<file path="src/rtl/ftc_pkg.sv">
package ftc_pkg;

  // Handling of a rising start edge while a frame is already open.
  typedef enum logic [1:0] {
    NS_IGNORE  = 2'd0,
    NS_RESTART = 2'd1,
    NS_ERROR   = 2'd2
  } ns_mode_e;

  // Violation codes carried on cause_o.
  typedef enum logic [1:0] {
    CAUSE_NONE     = 2'd0,
    CAUSE_EARLY    = 2'd1,
    CAUSE_LATE     = 2'd2,
    CAUSE_NEWSTART = 2'd3
  } cause_e;

  // Saturation value of the edge counter.
  // Without a deadline, counting past the quiet region adds no information.
  function automatic int count_limit(int mn, int mx);
    return (mx == 0) ? mn + 1 : mx;
  endfunction

  function automatic int count_width(int lim);
    return (lim < 2) ? 1 : $clog2(lim + 1);
  endfunction

  // Edge k lies in the quiet region (test must stay low).
  function automatic logic in_quiet(int k, int mn);
    return (k >= 1) && (k <= mn);
  endfunction

  // Edge k lies in the live region (test may or must appear).
  function automatic logic in_live(int k, int mn);
    return k > mn;
  endfunction

  // Edge k is the last edge at which test may still appear.
  function automatic logic at_deadline(int k, int mx);
    return (mx != 0) && (k == mx);
  endfunction

  // Frame violations outrank a new-start report.
  function automatic cause_e pick_cause(logic early, logic late, logic ns);
    if (early)     return CAUSE_EARLY;
    else if (late) return CAUSE_LATE;
    else if (ns)   return CAUSE_NEWSTART;
    else           return CAUSE_NONE;
  endfunction

endpackage

</file>
<file path="src/rtl/ftc_judge.sv">
module ftc_judge
  import ftc_pkg::*;
#(
  parameter int       MIN_CYC = 3,
  parameter int       MAX_CYC = 8,
  parameter ns_mode_e NS_MODE = NS_RESTART,
  parameter int       CW      = 4
) (
  input  logic          active_i,
  input  logic [CW-1:0] age_i,
  input  logic          test_i,
  input  logic          rise_i,
  output logic          open_o,
  output logic          restart_o,
  output logic          close_o,
  output logic          early_o,
  output logic          late_o,
  output logic          nserr_o
);

  int   k;
  logic quiet, live, dline, hit, rise_busy;

  always_comb begin
    k         = int'(age_i);
    quiet     = active_i && in_quiet(k, MIN_CYC);
    live      = active_i && in_live(k, MIN_CYC);
    dline     = live && at_deadline(k, MAX_CYC);
    rise_busy = active_i && rise_i;
    hit       = live && test_i;
    early_o   = quiet && test_i;
    restart_o = (NS_MODE == NS_RESTART) && rise_busy && live && !test_i;
    late_o    = dline && !test_i && !restart_o;
    nserr_o   = (NS_MODE == NS_ERROR) && rise_busy && !early_o && !late_o;
    close_o   = early_o || hit || late_o;
    open_o    = !active_i && rise_i;
  end

endmodule

</file>
<file path="config.mk">
export PLATFORM = sky130hd
export DESIGN_NAME = ftc_judge
export DESIGN_NICKNAME = d
export VERILOG_FILES = /design/src/rtl/ftc_pkg.sv /design/src/rtl/ftc_judge.sv
export SDC_FILE = /design/constraint.sdc
export NUM_CORES = 1
export LEC_CHECK = 0
export BUFFER_PORTS_ARGS = -buffer_cell sky130_fd_sc_hd__buf_2
export CAP_MARGIN = 10
export CORE_AREA = 2 2 39 41
export DETAILED_ROUTE_END_ITERATION = 7
export DIE_AREA = 0 0 41 43
export PLACE_DENSITY_LB_ADDON = 0.1
export RECOVER_POWER = 25
export SYNTH_ARGS = -nofsm -noshare
export SYNTH_HDL_FRONTEND = slang
export SYNTH_SLANG_ARGS = --single-unit
</file>
<file path="constraint.sdc">
create_clock -name vclk -period 1.25
set_clock_uncertainty 0.05 [all_clocks]
set_input_delay 0.25 -clock vclk [all_inputs]
set_output_delay 0.25 -clock vclk [all_outputs]
set_load 0.005 [all_outputs]
</file>
## Yosys cells after proc, flatten, opt, wreduce, memory -nomap -nowiden

Cells that the tools add are included.

| operators by class | value |
|---|---|
| reductions and logical operators | 17 |
| $lt $le $gt $ge | 3 |
| equal/unequal tests | 1 |

Operators by type and width:

| cell | number |
|---|---|
| $logic_and A1 B1 Y1 | 12 |
| $eq A4 B4 Y1 const B | 1 |
| $ge A4 B1 Y1 const B | 1 |
| $gt A4 B2 Y1 const B | 1 |
| $le A4 B2 Y1 const B | 1 |
| $logic_not A1 Y1 | 3 |
| $logic_or A1 B1 Y1 | 2 |

| storage, ports and cells | value |
|---|---|
| flip-flop bits (word level) | 0 |
| output and inout port bits | 6 |
| bits of input ports | 7 |
| word-level logic and storage cells | 21 |

## Longest topological paths before layout

| logic depth | value |
|---|---|
| depth after elaboration | 7 |
| gate-level depth with buffers | 2 |
| gate-level depth less buffers | 2 |

## Worst setup path after synthesis

No wires, ideal clock.

| timing path | value |
|---|---|
| path type | input to output |
| start | input port age_i[3] |
| end | output port close_o |
| required time | 0.950 ns |
| path buffers | 0 |
| arrival time | 0.894 ns |
| setup slack | 0.056 ns |
| stages on the path | 2 |
| cells stage by stage | or4_1 o211a_1 |

| between the ends | value |
|---|---|
| word-level cells in the longest chain between the ends | 7 |
| elaborated cells on any way between the ends | 17 |
| those cells by class | order compare (3); eq/ne (1); reduce/logical (13) |

RTL lines:

| what | line | source |
|---|---|---|
| from (decl) | ftc_judge.sv:10 | `input logic [CW-1:0] age_i,` |
| $gt A4 B2 Y1 | ftc_pkg.sv:35 | `return k > mn;` |
| $logic_and A1 B1 Y1 | ftc_judge.sv:27 | `live = active_i && in_live(k, MIN_CYC);` |
| $logic_and A1 B1 Y1 (2 in a row) | ftc_judge.sv:32 | `restart_o = (NS_MODE == NS_RESTART) && rise_busy && live && !test_i;` |
| $logic_not A1 Y1 | ftc_judge.sv:33 | `late_o = dline && !test_i && !restart_o;` |
| $logic_and A1 B1 Y1 | ftc_judge.sv:33 |  |
| $logic_or A1 B1 Y1 (*) | ftc_judge.sv:35 | `close_o = early_o \|\| hit \|\| late_o;` |
| to (decl) | ftc_judge.sv:15 | `output logic close_o,` |

Mark *: on every way between the ends. The rest lies on a longest branch, timed or not.

## Worst setup path after layout

| timing path | value |
|---|---|
| start | input port age_i[2] |
| end | output port close_o |

The elaborated chain is that of the path after synthesis.

==> run_results.csv <==
group,metric,value,unit
synthesis,netlist.area_leader.share,0.258,
timing,setup_viol,2,
power,power_density,242,nW/um2
cells_and_area,nFlopsAndLatches,0,
floorplan,initial_utilization,0.0561,
floorplan,die-area,1760,um2
placed_design,gp_congestion,0.577,
setup_path,required,950,ps
grt,grt_first_pass_wirelength,552,um
cells_and_area,antenna_cells,0,
synthesis,yosysTopAreaCell,"o211a_1",
timing,post-route-period-util,1.12,
floorplan,coreArea,1380,um2
detailed_routing,route.detailed.wl_per_inst,8.51,um
power,p_comb_frac,1.000,
setup_path,cp_max_fo,3,
cells_and_area,fillers,159,
setup_path,cp_num_buf_inv,2,
cells_and_area,clkbuf_count,0,
detailed_routing,dr.pass1.iters,4,
synthesis,yosysUniqueCellTypes,9,
synthesis,synth_area,77.6,um2
setup_path,start_kind,"primary input",
synthesis,syn_area_per_cell,7.05,um2
timing,hold_viol,0,
synthesis,synth_fp_nets,18,
synthesis,synth.area.top_cells,"o211a_1, nor2b_1, and3_2, buf_4, o211ai_1",
detailed_routing,drc,0,
job,maxCapViolCount,0,
timing,fin_ws,-147,ps
detailed_routing,routed_wirelength,349,um
worst_hold_path,min_path_type,"in2out",
synthesis,yosys_warnings,0,
synthesis,syn_inst,11,
setup_path,crit_chain,"buf_6 > or4_4 > o211a_1 > buf_2",
floorplan,die_w,41,um
synthesis,yosys-top-cells-count,"nor2b_1, o211a_1",
floorplan,ios,13,
timing,slew_violations,0,
detailed_routing,antenna_left,0,
power,power_switching,0.0181,mW
status,outcome,"complete, but fails checks",
setup_path,cpPeakStageDelay,510,ps
power,irDropWorstVdd,0.0576,mV
timing,fmax,716,MHz
status,violations,"negative setup slack",
floorplan,std_cell_rows,14,
cells_and_area,areaGrowthSynthToFinish,142,%
grt,grt_usage,0.0420,
detailed_routing,num_vias,142,
cells_and_area,seqCellArea,0,um2
timing,rsz0062_at_grt,"yes",
timing,fin_crit,1400,ps
detailed_routing,drt_iter0_drc,3,
grt,grt_max_degree,5,
grt,first_global_vias,132,
power,p_sw_frac,0.400,
placed_design,port_buffers,12,
synthesis,seq_area_frac_synth,0,
power,intPower,0.0272,mW
power,seqPwrFrac,0,
grt,antenna_found_initial,0,
floorplan,die_h,43,um
setup_path,worst-setup-path-type,"in2out",
setup_path,arrival,1100,ps
power,power_leakage,0.107,nW
cells_and_area,nets,34,
cells_and_area,drive_gt1_frac,0.640,
cells_and_area,multi_input_area,73.8,um2
placed_design,dpl_cell_area,173,um2
power,p_clk_frac,0,
cells_and_area,postLayoutCellArea,188,um2
setup_path,worstSetupEndpointType,"output port",
detailed_routing,routed_via_density,3.46,
grt,grt-ovfl-total,0,
setup_path,path_delay_family,"simple AND/OR/NAND/NOR gates",
setup_path,crit_slowest_cell,"or4_4",
timing,worst_hold_slack,705,ps
worst min-delay path, stage by stage:
cell	delay, ps
buf_2	110
nor2b_1	50
clkbuf_1	100
cell families (layout without fill, tap and decap cells):
family,Yosys count,count (layout),share of synthesized area
other,1,1,0.0483
and+or+nand+nor,6,6,0.500
AOI/OAI and AO/OA,3,3,0.355
buffers and inverters,1,15,0.0968
area by class of cell:
class | count | area share
multi-input combinational | 10 | 0.393
tap | 16 | 0.107
timing repair buffer | 15 | 0.500
timing repair:
action | CTS | global route
pin swaps | 2 | 1
hold buffers | 0 | 0
resized for setup | 2 | 1
setup endpoints to repair | 2 | 2
setup buffers | 0 | 0
final timing paths:
kind / startpoint / end / slack [ps] / cells past startpoint
setup / recovery: age_i[2] / close_o / -150 / 4
hold / removal: active_i / open_o / 710 / 3
routing by layer:
| layer | up-vias | global-route usage | share of wire |
|---|---|---|---|
| li1 | 72 | - | - |
| met2 | 15 | 0.0500 | 0.31 |
| met4 | 0 | 0 | 0 |
| met3 | 0 | 0.00524 | 0.21 |
| met5 | - | 0 | 0 |
| met1 | 55 | 0.0791 | 0.48 |
per-stage QoR:
step	instances	worst slack, ps	total power [mW]	utilization	setup TNS, ps
2_1_floorplan	11	55.6	0.0125	-	0
3_3_place_gp	41	-177	0.0416	0.125	-307
3_5_place_dp	41	-166	0.0407	0.125	-282
4_1_cts	41	-142	0.0447	0.134	-237
5_1_grt	41	-173	0.0508	0.136	-332
6_report	41	-147	0.0454	0.136	-260
cell usage in the layout (no fill, tap or decap):
cell type,instances
buf_2,9
buf_4,3
nor2b_1,2
o211a_1,2
buf_6,2
o211ai_1,1
nor3_1,1
nor4_1,1
and3_2,1
or4_4,1
conb_1,1
clkbuf_1,1
power by group through the flow:
stage | Sequential, mW | Clock, mW | Combinational [mW]
2_1_floorplan | 0 | 0 | 0.0125
5_1_grt | 0 | 0 | 0.0508
3_5_place_dp | 0 | 0 | 0.0407
6_report | 0 | 0 | 0.0454
4_1_cts | 0 | 0 | 0.0447
3_3_place_gp | 0 | 0 | 0.0416
No activity file was read; power rests on OpenSTA's default activity.
